## src/rtl/eag_pkg.sv

```systemverilog
package eag_pkg;
  typedef enum logic [3:0] {
    AM_IND    = 4'd0,
    AM_DISP16 = 4'd1,
    AM_DISP32 = 4'd2,
    AM_POSTINC = 4'd3,
    AM_PREDEC = 4'd4,
    AM_ABS8   = 4'd5,
    AM_ABS16  = 4'd6,
    AM_ABS24  = 4'd7,
    AM_ABS32  = 4'd8
  } eag_mode_e;

  typedef enum logic [1:0] {
    SZ_BYTE = 2'd0,
    SZ_WORD = 2'd1,
    SZ_LONG = 2'd2,
    SZ_LONG_ALT = 2'd3
  } eag_size_e;

  localparam int MODE_W = 4;
  localparam int SIZE_W = 2;
endpackage

```

## src/rtl/eag_pipe_reg.sv

```systemverilog
module eag_pipe_reg #(
  parameter int W = 8
) (
  input  logic         clk,
  input  logic         rst_n,
  input  logic         in_valid,
  output logic         in_ready,
  input  logic [W-1:0] in_data,
  output logic         out_valid,
  input  logic         out_ready,
  output logic [W-1:0] out_data
);
  logic         vld_q;
  logic [W-1:0] data_q;

  assign in_ready  = !vld_q || out_ready;
  assign out_valid = vld_q;
  assign out_data  = data_q;

  always_ff @(posedge clk) begin
    if (!rst_n) begin
      vld_q  <= 1'b0;
      data_q <= '0;
    end else if (in_ready) begin
      vld_q <= in_valid;
      if (in_valid) data_q <= in_data;
    end
  end

  AST_STALL_HOLDS: assert property (@(posedge clk) disable iff (!rst_n)
    out_valid && !out_ready |=> out_valid && $stable(out_data));
  AST_ACCEPT_SHOWS: assert property (@(posedge clk) disable iff (!rst_n)
    in_valid && in_ready |=> out_valid && out_data == $past(in_data));
endmodule

```

## src/rtl/eag_addr_calc.sv

```systemverilog
module eag_addr_calc
  import eag_pkg::*;
#(
  parameter int ADDR_W  = 32,
  parameter int PROG_W  = 24,
  parameter int SHORT_W = 8,
  parameter int HALF_W  = 16
) (
  input  logic [MODE_W-1:0] mode,
  input  logic [SIZE_W-1:0] size,
  input  logic              prog,
  input  logic [ADDR_W-1:0] base,
  input  logic [ADDR_W-1:0] imm,
  output logic [ADDR_W-1:0] ea,
  output logic              step_en,
  output logic [ADDR_W-1:0] next_ptr
);
  localparam int PROG_PAD  = ADDR_W - PROG_W;
  localparam int SHORT_PAD = ADDR_W - SHORT_W;
  localparam int HALF_PAD  = ADDR_W - HALF_W;

  logic [ADDR_W-1:0] step;
  logic [ADDR_W-1:0] half_sext;
  logic [ADDR_W-1:0] dec_ptr;

  always_comb begin
    unique case (size)
      SZ_BYTE: step = ADDR_W'(1);
      SZ_WORD: step = ADDR_W'(2);
      default: step = ADDR_W'(4);
    endcase
  end

  assign half_sext = {{HALF_PAD{imm[HALF_W-1]}}, imm[HALF_W-1:0]};
  assign dec_ptr   = base - step;

  always_comb begin
    ea       = base;
    step_en  = 1'b0;
    next_ptr = base;
    case (mode)
      AM_IND:     ea = prog ? {{PROG_PAD{1'b0}}, base[PROG_W-1:0]} : base;
      AM_DISP16:  ea = base + half_sext;
      AM_DISP32:  ea = base + imm;
      AM_POSTINC: begin
        ea       = base;
        step_en  = 1'b1;
        next_ptr = base + step;
      end
      AM_PREDEC: begin
        ea       = dec_ptr;
        step_en  = 1'b1;
        next_ptr = dec_ptr;
      end
      AM_ABS8:    ea = {{SHORT_PAD{1'b1}}, imm[SHORT_W-1:0]};
      AM_ABS16:   ea = half_sext;
      AM_ABS24:   ea = {{PROG_PAD{1'b0}}, imm[PROG_W-1:0]};
      AM_ABS32:   ea = imm;
      default:    ea = base;
    endcase
  end
endmodule

```

## src/rtl/eag_align_chk.sv

```systemverilog
module eag_align_chk
  import eag_pkg::*;
(
  input  logic [SIZE_W-1:0] size,
  input  logic              ea_lsb,
  output logic              misalign
);
  assign misalign = (size != SZ_BYTE) && ea_lsb;
endmodule

```

## src/rtl/eag_unit.sv

```systemverilog
module eag_unit
  import eag_pkg::*;
#(
  parameter int ADDR_W  = 32,
  parameter int PROG_W  = 24,
  parameter int SHORT_W = 8,
  parameter int HALF_W  = 16
) (
  input  logic              clk,
  input  logic              rst_n,
  input  logic              in_valid,
  output logic              in_ready,
  input  logic [MODE_W-1:0] in_mode,
  input  logic [SIZE_W-1:0] in_size,
  input  logic              in_prog,
  input  logic [ADDR_W-1:0] in_base,
  input  logic [ADDR_W-1:0] in_imm,
  output logic              out_valid,
  input  logic              out_ready,
  output logic [ADDR_W-1:0] out_ea,
  output logic              out_misalign,
  output logic              wb_en,
  output logic [ADDR_W-1:0] wb_value
);
  localparam int REQ_W = MODE_W + SIZE_W + 1 + 2 * ADDR_W;

  logic [REQ_W-1:0]  req_d, req_q;
  logic [MODE_W-1:0] q_mode;
  logic [SIZE_W-1:0] q_size;
  logic              q_prog;
  logic [ADDR_W-1:0] q_base, q_imm;
  logic              step_en;

  assign req_d = {in_mode, in_size, in_prog, in_base, in_imm};
  assign {q_mode, q_size, q_prog, q_base, q_imm} = req_q;

  eag_pipe_reg #(.W(REQ_W)) u_stage (
    .clk(clk), .rst_n(rst_n),
    .in_valid(in_valid), .in_ready(in_ready), .in_data(req_d),
    .out_valid(out_valid), .out_ready(out_ready), .out_data(req_q)
  );

  eag_addr_calc #(
    .ADDR_W(ADDR_W), .PROG_W(PROG_W), .SHORT_W(SHORT_W), .HALF_W(HALF_W)
  ) u_calc (
    .mode(q_mode), .size(q_size), .prog(q_prog), .base(q_base), .imm(q_imm),
    .ea(out_ea), .step_en(step_en), .next_ptr(wb_value)
  );

  eag_align_chk u_align (
    .size(q_size), .ea_lsb(out_ea[0]), .misalign(out_misalign)
  );

  assign wb_en = out_valid && out_ready && step_en;

  logic [ADDR_W-1:0] inc_gap;
  assign inc_gap = wb_value - out_ea;

  AST_WB_MODES: assert property (@(posedge clk) disable iff (!rst_n)
    wb_en |-> (q_mode == AM_POSTINC || q_mode == AM_PREDEC) && out_valid && out_ready);
  AST_PINC_GAP: assert property (@(posedge clk) disable iff (!rst_n)
    out_valid && q_mode == AM_POSTINC |-> $countones(inc_gap) == 1 && inc_gap < ADDR_W'(8));
  AST_PDEC_SAME: assert property (@(posedge clk) disable iff (!rst_n)
    out_valid && q_mode == AM_PREDEC |-> wb_value == out_ea && out_ea != q_base);
  AST_ABS8_FILL: assert property (@(posedge clk) disable iff (!rst_n)
    out_valid && q_mode == AM_ABS8 |-> &out_ea[ADDR_W-1:SHORT_W]);
  AST_ABS24_TOP: assert property (@(posedge clk) disable iff (!rst_n)
    out_valid && q_mode == AM_ABS24 |-> out_ea[ADDR_W-1:PROG_W] == '0);
  AST_MISALIGN_ODD: assert property (@(posedge clk) disable iff (!rst_n)
    out_valid && out_misalign |-> out_ea[0] && q_size != SZ_BYTE);
endmodule

```

## config.mk

```make
export PLATFORM = sky130hd
export DESIGN_NAME = eag_unit
export DESIGN_NICKNAME = d
export VERILOG_FILES = /design/src/rtl/eag_pkg.sv /design/src/rtl/eag_pipe_reg.sv /design/src/rtl/eag_addr_calc.sv /design/src/rtl/eag_align_chk.sv /design/src/rtl/eag_unit.sv
export SDC_FILE = /design/constraint.sdc
export NUM_CORES = 1
export LEC_CHECK = 0
export BUFFER_PORTS_ARGS = -buffer_cell sky130_fd_sc_hd__buf_4
export CORE_UTILIZATION = 25
export CTS_BUF_LIST = sky130_fd_sc_hd__clkbuf_8
export CTS_CLUSTER_DIAMETER = 60
export CTS_CLUSTER_SIZE = 40
export DETAILED_ROUTE_END_ITERATION = 8
export GPL_TIMING_DRIVEN = 0
export PLACE_DENSITY_LB_ADDON = 0.12
export SETUP_SLACK_MARGIN = 0.05
export SLEW_MARGIN = 10
export SYNTH_ARGS = -nofsm -noshare
export SYNTH_HDL_FRONTEND = slang
export SYNTH_SLANG_ARGS = --single-unit
```

## constraint.sdc

```tcl
create_clock -name clk -period 4.3 [get_ports clk]
set_clock_uncertainty 0.1 [all_clocks]
set_input_delay 0.215 -clock clk [delete_from_list [all_inputs] [get_ports clk]]
set_output_delay 0.215 -clock clk [all_outputs]
set_load 0.05 [all_outputs]
```

# == Word-level counts from Yosys, hierarchy flattened ==
# Cells that the tools add are included.
# totals
word_cells,30
reg_bits,72
inputBits,75
# op_classes
muxes,5
eq_ne,9
reduce_logical,10
add_sub_neg,4
# op_table
operator,count
$pmux W32 S8,1
$add A32 B32 Y32,2
$pmux W32 S2,1
$add A32 B3 Y32,1
$mux W32,1
$sub A32 B3 Y32,1
$eq A4 B3 Y1 const B,4
$eq A4 B2 Y1 const B,2
$pmux W3 S2,1
$eq A4 B1 Y1 const B,1
$eq A4 B4 Y1 const B,1
$logic_not A4 Y1,1
$logic_and A1 B1 Y1,3
$eq A2 B1 Y1 const B,1
$logic_not A2 Y1,1
$reduce_and A2 Y1,1
$reduce_bool A2 Y1,1
$reduce_or A2 Y1,1
$logic_not A1 Y1,1
$logic_or A1 B1 Y1,1
$mux W1,1

# == Logic depth before layout (Yosys ltp) ==
# Gate-level depths: netlist of run 1.
# logic_depth
word_depth,5
mapped_depth,16
mapped_depth_nobuf,12

# == Hierarchy ==
# Synthesis of run 1 repeated with hierarchy kept, for this count alone.
# unflattened
hier_cells,1013
hier_area_um2,7606.0
# modules_own_cells
module,instances,cells_per_inst,area_per_inst_um2
eag_addr_calc,1,698,4640.7
eag_pipe_reg,1,313,2951.6
eag_align_chk,1,1,7.5
eag_unit,1,1,6.3

# == Worst setup path before layout of run 1 ==
# Ideal clock, no wire load.
# synth_timing
path_kind,register to output
start,register u_stage.data_q[69] (netlist: u_stage.out_data[69])
end,output port out_ea[28]
path_slack_ns,-0.297
path_stages_with_launch,16
arrival_ns,4.282
required_time_ns,3.985
path_cell_list,dfxtp_1 > clkbuf_1 > nor2b_1 > clkbuf_1 > a21boi_1 > clkbuf_1 > a31o_2 > ha_1 > and3_1 > and4_1 > a22o_1 > a41o_1 > a41oi_2 > xnor2_1 > a2111oi_0 > nor3_1
# synth_via
elab_chain_cells,2
# synth_rtl
element,line,rtl
from (decl),eag_pipe_reg.sv:14,logic [W-1:0] data_q;
from (signal assigned),eag_pipe_reg.sv:26,if (in_valid) data_q <= in_data;
$eq A4 B4 Y1 (tied with other cells),eag_addr_calc.sv:41,case (mode)
$pmux W32 S8 (*),eag_addr_calc.sv:41,
to (decl),eag_unit.sv:20,"output logic [ADDR_W-1:0] out_ea,"
# Mark *: on every way between the ends. The rest lies on a longest branch, timed or not.

# == Worst setup path after layout of run 1 ==
# layout_timing
start,register u_stage.data_q[68] (netlist: u_stage.out_data[68])
end,output port out_ea[29]
# Same word-level chain as after synthesis.

==> results.json, run 1 <==
{
  "cts_sinks": 72,
  "io_pins": 143,
  "rsz0062_at_grt": "yes",
  "place_congestion": 0.886,
  "fill_cells": 3245,
  "yosysTopAreaCellShare_pct": 19.7,
  "slowest_delay_ns": 0.45,
  "cp_top_family": "compound AO/OA/AOI/OAI gates",
  "synth_edf_count": 0,
  "synth.avg_cell_area_um2": 6.98,
  "cp-startpoint": "u_stage.out_data[68]",
  "grt_pass1_wl_um": 48300,
  "cp_data_arrival_time_ns": 3.81,
  "antenna_found_initial": 0,
  "ys_types": 73,
  "first_pass_iters": 5,
  "synth_area_leaders": "dfxtp_1, nand2_1, a21boi_0",
  "drc": 0,
  "core-area_um2": 28700,
  "fp.dieW_um": 173,
  "fmax_mhz": 242,
  "holdCritPathClass": "input pin to flip-flop",
  "finalPower_w": 0.00252,
  "synth_top_area_cell": "dfxtp_1",
  "cpMaxStageDelayCell": "or3b_2",
  "worstReg2RegStart": "u_stage.out_valid",
  "num_vias": 8541,
  "cts_tree": "done",
  "worst_ir_drop_vdd_v": 0.000119,
  "synthFlopType": "dfxtp_1",
  "clk_latency_ns": 0.37,
  "dpl.hpwl_um": 24900,
  "grt_pass1_vias": 8103,
  "cp.required_ns": 3.98,
  "p_per_area_nw_per_um2": 256,
  "synth_area_um2": 7310,
  "grt_overflow": 0,
  "wire_per_inst_um": 19.4,
  "status": "complete, no violations",
  "io_buffer_count": 141,
  "async_flop_share_pct": 0,
  "start_kind": "flip-flop",
  "cts_root_buffer": "clkbuf_8",
  "final_nets": 1369,
  "synth_fp_nets": 1162,
  "clockBufferDepth": 2,
  "cp_cell_sequence": "nor2b_4 > buf_8 > a21boi_4 > buf_4 > a31o_2 > ha_4 > o21ai_0 > nor2_1 > or3b_2 > a21o_1 > o31ai_4 > buf_4 > o21ai_0 > xnor2_1 > o22ai_2 > buf_4",
  "p_leak_nw": 4.07,
  "antenna_cells": 0,
  "setup_viol": 0,
  "path_class": "flip-flop to output pin",
  "hold_viol": 0,
  "num_rows": 62,
  "slew_headroom_pct": 18.1,
  "synth_warnings": 0,
  "track_usage_pct": 21.0,
  "viasPerCell": 5.20,
  "tightest_slew_ns": 1.22,
  "post-route-min-period_ns": 4.12,
  "grt_max_degree": 11,
  "maxCapViolCount": 0,
  "final_core_utilization_pct": 34.4,
  "h-tree-depth": 3,
  "drt_iter0_markers": 672,
  "areaGrowthSynthToFinish_pct": 35.0,
  "drv_slew": 0,
  "clkTransAtPathRegs_ns": 0.07,
  "ys_seq_area_share_pct": 19.7,
  "routed_wl_um": 31900,
  "postRouteAntennaNets": 0,
  "end_kind": "output pin",
  "numCtsBuffers": 9,
  "die_area_um2": 29900,
  "synthCells": 1047,
  "hold_start": "in_mode[2]",
  "initial_core_util_pct": 25.5,
  "fin_crit_sh_pct": 95.9,
  "path_buf_inv": 4,
  "drive_above_1_share_pct": 19.8,
  "crit_top_cell": "buf_4",
  "crit_path_max_fanout": 10,
  "synth-seq-cells": 72,
  "die_h_um": 173
}
## worst min-delay path, cell delays in order
cell,delay [ns]
buf_4,0.11
nand2_1,0.06
a21boi_0,0.06
## placed cells by master (no fill, tap or decap), drive strengths merged, types with 11 or more instances in the layout
master / count
a211oi: 11
xor2: 22
a221oi: 16
xnor2: 42
a221o: 13
nor3: 30
a21o: 13
a21oi: 60
a31o: 15
inv: 15
dlygate4sd3: 55
ha: 37
clkbuf: 75
and3: 12
o21ai: 55
o211ai: 11
nand3: 23
buf: 169
a21boi: 74
dfxtp: 72
nand2: 218
nor2: 73
## synthesized netlist by cell type (all sizes together) (4+ instances only)
cell and number:
a31o 15, ha 37, or4 4, a21o 13
o21ai 55, a21oi 60, a221oi 16, dfxtp 72
nor2 73, or2 6, nor3 30, nand2 218
a31oi 8, nand2b 8, a41oi 7, xnor2 42
or3 9, nand4 6, a22oi 9, o21bai 4
nand3 23, nor4 9, a21boi 74, inv 13
o21a 8, a211oi 11, a221o 13, o31ai 6
nor2b 7, and2 9, buf 18, xor2 22
and3 12, o22ai 4, o211ai 11, clkbuf 73
## sequential cells by signal, indices dropped and copies added, names as in the netlist
| name | cells |
|---|---|
| u_stage.out_data | 71 |
| u_stage.out_valid | 1 |
## area by class of cell
| type | instances | area [µm²] | share of cell area [%] |
|---|---|---|---|
| Clock buffer | 12 | 165 | 1.68 |
| Inverter | 13 | 48.8 | 0.495 |
| Clock inverter | 2 | 7.51 | 0.0761 |
| Tap cell | 384 | 480 | 4.87 |
| Sequential cell | 72 | 1450 | 14.7 |
| Buffer | 83 | 364 | 3.69 |
| Multi-Input combinational cell | 871 | 5670 | 57.5 |
| Timing Repair Buffer | 204 | 1670 | 17.0 |
## power breakdown
| group | switching, W | total, W | internal (W) |
|---|---|---|---|
| clock network | 0.000282 | 0.000529 | 0.000247 |
| logic | 0.000800 | 0.00124 | 0.000440 |
| registers | 0.0000489 | 0.000755 | 0.000706 |
| total | 0.00113 | 0.00252 | 0.00139 |
## metrics by stage
| stage | setup WS [ns] | hold slack, ns | instance area [µm²] | instances | setup TNS, ns |
|---|---|---|---|---|---|
| after floorplan | 0.0961 | 0.254 | 7330 | 1047 | 0 |
| after global placement | -0.849 | 0.378 | 8860 | 1572 | -4.94 |
| after detailed placement | -0.837 | 0.382 | 8860 | 1572 | -4.57 |
| after CTS | 0.0138 | 0.000432 | 9730 | 1637 | 0 |
| after global routing | 0.0407 | 0.00101 | 9860 | 1641 | 0 |
| final | 0.176 | 0.00975 | 9860 | 1641 | 0 |
## routing by layer
layer  vias up  track usage [%]  wire, µm
li1       4182                -         -
met1      4053             27.8     14600
met2       261             35.1     15100
met3        45             2.68      1390
met4         0             7.04       806
met5         -                0         0
## what timing repair did
item                       4_1_cts  5_1_grt
setup endpoints to repair       20       21
hold endpoints to repair        53        2
gates resized for setup         34       24
cloned                           0        0
hold buffers                    53        2
pin swaps                        6        9
buffers inserted                 4        4
## cell families after synthesis
group	count (synthesis)	synth area share, %
buffers and inverters	104	5.82
and+or+nand+nor	423	26.4
adders and majority gates	40	7.16
xor gates and xnor gates	64	7.67
muxes	4	0.582
AOI/OAI and AO/OA	340	32.7
DFF	72	19.7
## path summary, 6_finish.rpt
kind	endpoint	slack [ns]	cells after the start
worst max register to register	u_stage.out_data[31]	2.17	6
worst min register to register	u_stage.out_data[64]	0.39	2
worst min-delay path	u_stage.out_data[69]	0.01	3
worst max-delay path	out_ea[29]	0.18	16
No activity file was read; power rests on OpenSTA's default activity.
==> run 2: changes to the inputs <==
--- a/config.mk
+++ b/config.mk
@@ -12,7 +12,7 @@
 export CTS_CLUSTER_SIZE = 40
 export DETAILED_ROUTE_END_ITERATION = 8
 export GPL_TIMING_DRIVEN = 0
-export PLACE_DENSITY_LB_ADDON = 0.12
+export PLACE_DENSITY = 0.48
 export SETUP_SLACK_MARGIN = 0.05
 export SLEW_MARGIN = 10
 export SYNTH_ARGS = -nofsm -noshare
==> run 2 against run 1 <==
  * Non-clock buffer count is 6 higher
  * Sequential power hardly changed
  * First-iteration DRC count is 15% higher
  * Power is 3.0% higher
  * Register-to-register slack worse by 0.05 ns
  * Critical path type unchanged
  * Highest routed layer unchanged
==> results.json, run 2 (synthesis gave the netlist of run 1 again) <==
{
  "io_pins": 143,
  "slowest_delay_ns": 0.39,
  "clkTransAtPathRegs_ns": 0.08,
  "drv_slew": 0,
  "tightest_slew_ns": 1.21,
  "initial_core_util_pct": 25.5,
  "r2r_cells": 6,
  "maxCapViolCount": 0,
  "fin_area_um2": 9960,
  "end_kind": "output pin",
  "drive_above_1_share_pct": 20.1,
  "crit_top_cell": "buf_4",
  "cts_tree": "done",
  "areaGrowthSynthToFinish_pct": 36.4,
  "antenna_found_initial": 0,
  "num_rows": 62,
  "path_buf_inv": 3,
  "die_area_um2": 29900,
  "cp_data_arrival_time_ns": 3.79,
  "first_pass_iters": 5,
  "dpl.hpwl_um": 24200,
  "timing.rr.end": "u_stage.out_data[53]",
  "grt_pass1_vias": 7927,
  "status": "complete, no violations",
  "start_kind": "flip-flop",
  "worstReg2RegStart": "u_stage.out_valid",
  "cts_sinks": 72,
  "routed_wl_um": 31100,
  "hold_viol": 0,
  "slew_headroom_pct": 18.9,
  "cp.depth": 14,
  "die_h_um": 173,
  "final_cells": 1649,
  "crit_path_max_fanout": 9,
  "whs_ns": 0.00200,
  "core-area_um2": 28700,
  "cp_cell_sequence": "nor2b_4 > buf_8 > a21boi_4 > buf_4 > a31o_2 > ha_4 > a21oi_4 > or3b_4 > a21o_1 > o31ai_4 > mux2_4 > nor4b_4 > nor3_2 > buf_4",
  "fmax_mhz": 243,
  "whs_endpoint": "u_stage.out_data[46]",
  "hold_start": "in_base[14]",
  "clk_latency_ns": 0.38,
  "final_nets": 1375,
  "final_core_utilization_pct": 34.7,
  "path_class": "flip-flop to output pin",
  "cts_root_buffer": "clkbuf_8",
  "finalPower_w": 0.00260,
  "hold_depth": 3,
  "worst_ir_drop_vdd_v": 0.000154,
  "clockBufferDepth": 2,
  "fp.dieW_um": 173,
  "setup_viol": 0,
  "drc": 0,
  "grt_overflow": 0,
  "drt_iter0_markers": 774,
  "p_per_area_nw_per_um2": 261,
  "grt_pass1_wl_um": 46900,
  "postRouteAntennaNets": 0,
  "place_congestion": 0.885,
  "holdCritPathClass": "input pin to flip-flop",
  "largest_register_ffs": 71,
  "io_buffer_count": 141,
  "grt_max_degree": 13,
  "antenna_cells": 0,
  "cp_top_family": "compound AO/OA/AOI/OAI gates",
  "h-tree-depth": 3,
  "cpMaxStageDelayCell": "or3b_4",
  "viasPerCell": 5.19,
  "final_cell_mix": "nand2_1, buf_4, a21boi_0, nor2_1, dfxtp_1",
  "post-route-min-period_ns": 4.11,
  "rsz0062_at_grt": "no",
  "track_usage_pct": 20.4,
  "layout_commonest_cell": "nand2_1",
  "wire_per_inst_um": 18.9,
  "num_vias": 8553,
  "numCtsBuffers": 9,
  "p_leak_nw": 4.10,
  "place_area_um2": 8860,
  "cp.required_ns": 3.98,
  "reg2reg_setup_slack_ns": 2.12,
  "fin_crit_sh_pct": 95.6,
  "placed_cells": 1572
}
==> run 2: cell types whose count changed in the layout (fill, tap and decap cells not counted), moves of 2 or more <==
cell / before / now
buf_6: 3 / 7
ha_2: 4 / 6
nor2_2: 4 / 2
nor2_1: 68 / 70
ha_1: 31 / 29
dlygate4sd3_1: 55 / 57
==> run 2: worst reg2reg max path, cell delays in order, from the launching register on <==
cell      delay [ns]
dfxtp_1         0.33
nand2b_1        0.12
and2_1          0.13
clkbuf_1        0.69
clkbuf_1        0.38
nand2_1         0.19
a21boi_0        0.17
==> run 2: metrics by stage <==
stage	setup TNS (ns)	setup slack [ns]
after floorplan	0	0.0961
after global placement	-4.56	-0.826
after detailed placement	-4.55	-0.815
after CTS	0	0.0128
after global routing	0	0.0513
final	0	0.191
==> run 2: cell type report <==
cell class | count | area (µm²)
tap | 384 | 480
inverter | 13 | 48.8
buffer | 83 | 368
sequential | 72 | 1450
timing repair buffer | 210 | 1730
clock inverter | 5 | 55.1
fill | 3197 | 18700
multi-input combinational | 871 | 5680
clock buffer | 11 | 151
==> run 2: worst max-delay path by stage <==
| stage | endpoint | from | slack [ns] |
|---|---|---|---|
| after floorplan | out_ea[26] | u_stage.out_data[69] | 0.1 |
| after global placement | out_ea[25] | u_stage.out_data[69] | -0.83 |
| after detailed placement | out_ea[25] | u_stage.out_data[69] | -0.81 |
| after CTS | out_ea[25] | u_stage.out_data[68] | 0.01 |
| after global routing | out_ea[14] | u_stage.out_data[66] | 0.05 |
| final | out_ea[25] | u_stage.out_data[69] | 0.19 |
==> run 2: report_power, final <==
part / switching, W / internal [W]
Sequential: 0.0000477 / 0.000706
Combinational: 0.000800 / 0.000447
Clock: 0.000302 / 0.000299
Total: 0.00115 / 0.00145
==> run 2: routing by layer <==
metal	GRT usage (%)	routed length, µm
met3	3.36	1570
met2	33.4	14600
met4	5.72	670
met1	27.4	14300
met5	0	0
==> run 2: what timing repair did <==
action,CTS,global route
setup buffers,3,9
resized for setup,35,30
pin swaps,7,10
setup endpoints to repair,20,21
hold buffers,52,5
endpoints found under the hold margin,52,5
==> run 3: changes to the inputs <==
--- a/config.mk
+++ b/config.mk
@@ -7,7 +7,6 @@
 export LEC_CHECK = 0
 export BUFFER_PORTS_ARGS = -buffer_cell sky130_fd_sc_hd__buf_4
 export CORE_UTILIZATION = 25
-export CTS_BUF_LIST = sky130_fd_sc_hd__clkbuf_8
 export CTS_CLUSTER_DIAMETER = 60
 export CTS_CLUSTER_SIZE = 40
 export DETAILED_ROUTE_END_ITERATION = 8
==> run 3 against run 2 <==
  * Clock-buffer cell count increased by 1
  * Hold slack improved by 0.0072 ns
  * Critical path depth unchanged
  * First-iteration DRC count decreased by 1.6%
  * Utilization decreased by 1.8 points
  * Global-route usage decreased by 0.19 points
  * Largest cell class unchanged
  * Combinational power decreased by 4%
==> results.json, run 3 (synthesis gave the netlist of run 1 again) <==
{
  "die_area_um2": 29900,
  "fin_area_um2": 9440,
  "met3_wirelength_um": 1690,
  "whs_ns": 0.00920,
  "cts_tree": "done",
  "p_leak_nw": 3.88,
  "drt_iter0_markers": 762,
  "layout_commonest_cell": "nand2_1",
  "holdCritPathClass": "input pin to flip-flop",
  "cp.required_ns": 3.98,
  "p_per_area_nw_per_um2": 293,
  "final_nets": 1314,
  "worst_ir_drop_vdd_v": 0.000188,
  "setup-tns-final_ns": 0,
  "reg2reg_setup_slack_ns": 2.09,
  "viasPerCell": 5.21,
  "track_usage_pct": 20.2,
  "slew_headroom_pct": 19.9,
  "finalPower_w": 0.00276,
  "clkTransAtPathRegs_ns": 0.06,
  "hold_depth": 3,
  "drc": 0,
  "cp_data_arrival_time_ns": 3.86,
  "grt_overflow": 0,
  "clk_latency_ns": 0.35,
  "areaGrowthSynthToFinish_pct": 29.2,
  "numCtsBuffers": 9,
  "maxCapViolCount": 0,
  "antenna_found_initial": 0,
  "grt_pass1_vias": 7809,
  "pwr-share-seq_pct": 27.3,
  "grt_pass1_wl_um": 46300,
  "worstReg2RegStart": "u_stage.out_valid",
  "io_buffer_count": 141,
  "core-area_um2": 28700,
  "die_h_um": 173,
  "antenna_cells": 0,
  "rsz0062_at_grt": "no",
  "clockBufferDepth": 2,
  "final_cell_mix": "nand2_1, buf_4, a21boi_0, nor2_1, dfxtp_1",
  "largest_register_ffs": 71,
  "power_switching_w": 0.00116,
  "place_congestion": 0.885,
  "num_rows": 62,
  "combinationalPowerShare_pct": 43.3,
  "routed_wl_um": 30600,
  "place_area_um2": 8860,
  "cts_sinks": 72,
  "status": "complete, no violations",
  "r2r_cells": 6,
  "internal_power_w": 0.00160,
  "path_class": "flip-flop to output pin",
  "num_vias": 8273,
  "fp.dieW_um": 173,
  "fin_crit_sh_pct": 97.1,
  "timing.rr.end": "u_stage.out_data[55]",
  "crit_path_max_fanout": 6,
  "dr_wl_met2_um": 14300,
  "start_kind": "flip-flop",
  "fmax_mhz": 239,
  "drv_slew": 0,
  "netSwitchingFraction_pct": 42.2,
  "tightest_slew_ns": 1.19,
  "top_layer_used": "met4",
  "cts_hold_buf": 0,
  "postRouteAntennaNets": 0,
  "post-route-min-period_ns": 4.18,
  "hold_viol": 0,
  "fill_cells": 3225,
  "whs_endpoint": "u_stage.out_data[34]",
  "hold_start": "in_base[2]",
  "initial_core_util_pct": 25.5,
  "h-tree-depth": 3,
  "end_kind": "output pin",
  "setup_viol": 0,
  "power.share.clock_pct": 29.3,
  "drive_above_1_share_pct": 20.9,
  "grt_max_degree": 13,
  "cts_root_buffer": "clkbuf_16",
  "drt-met1-wl_um": 13900,
  "io_pins": 143,
  "first_pass_iters": 6,
  "wire_per_inst_um": 19.3,
  "dpl.hpwl_um": 24200
}
-- run 3: cell count changes in the layout (fill, tap and decap cells not counted), moves of 2 or more --
cell           previous run  this run
clkbuf_8                 11         2
clkbuf_16                 0         9
dfxtp_2                   1         3
dlygate4sd3_1            57         0
buf_6                     7         4
-- run 3: layer usage --
layer | track usage (%) | vias up
li1 | - | 4070
met1 | 27.1 | 3868
met2 | 32.9 | 294
met3 | 2.99 | 41
met4 | 6.60 | 0
met5 | 0 | -
-- run 3: worst max-delay path, stage by stage, from the launching register on --
cell and delay [ns]:
dfxtp_4 0.37, nor2b_4 0.18, buf_8 0.14, a21boi_4 0.07
buf_4 0.17, a31o_2 0.23, ha_4 0.25, a21oi_4 0.15
or3b_2 0.47, a21o_1 0.25, o31ai_4 0.32, mux2_4 0.35
nor4b_4 0.27, nor3_2 0.08, buf_4 0.19
-- run 3: power by group through the flow --
stage	clock network [W]	registers, W	logic [W]
after CTS	0.000823	0.000754	0.00118
after floorplan	0	0.000747	0.000782
final	0.000810	0.000755	0.00120
after detailed placement	0	0.000764	0.00115
after global routing	0.000859	0.000759	0.00128
after global placement	0	0.000764	0.00115
-- run 3: worst max path at each step --
stage	from	to	slack, ns	cells after the start
2_1_floorplan	u_stage.out_data[69]	out_ea[26]	0.1	15
3_3_place_gp	u_stage.out_data[69]	out_ea[25]	-0.83	16
3_5_place_dp	u_stage.out_data[69]	out_ea[25]	-0.81	16
4_1_cts	u_stage.out_data[68]	out_ea[30]	0.07	15
5_1_grt	u_stage.out_data[68]	out_ea[29]	0.05	16
6_report	u_stage.out_data[68]	out_ea[25]	0.12	14
-- run 3: what timing repair did --
item	in CTS	in global routing
resized for setup	31	29
pin swaps	6	8
gates cloned	0	0
setup buffers	3	5
setup endpoints to repair	18	17
-- run 3: cell type report --
class / count / area (µm²) / area share, %
Clock inverter: 4 / 51.3 / 0.543
Clock buffer: 12 / 256 / 2.72
Multi-Input combinational cell: 871 / 5660 / 60.0
Tap cell: 384 / 480 / 5.09
Timing Repair Buffer: 149 / 1130 / 11.9
Buffer: 83 / 364 / 3.86
Sequential cell: 72 / 1450 / 15.3
Inverter: 13 / 48.8 / 0.517
-- run 3: metrics by stage --
| stage | util (%) | setup WS [ns] | cells |
|---|---|---|---|
| floorplan | - | 0.0961 | 1047 |
| global placement | 30.9 | -0.826 | 1572 |
| detailed placement | 30.9 | -0.815 | 1572 |
| CTS | 32.4 | 0.0745 | 1585 |
| global route | 32.9 | 0.0458 | 1588 |
| finish | 32.9 | 0.123 | 1588 |
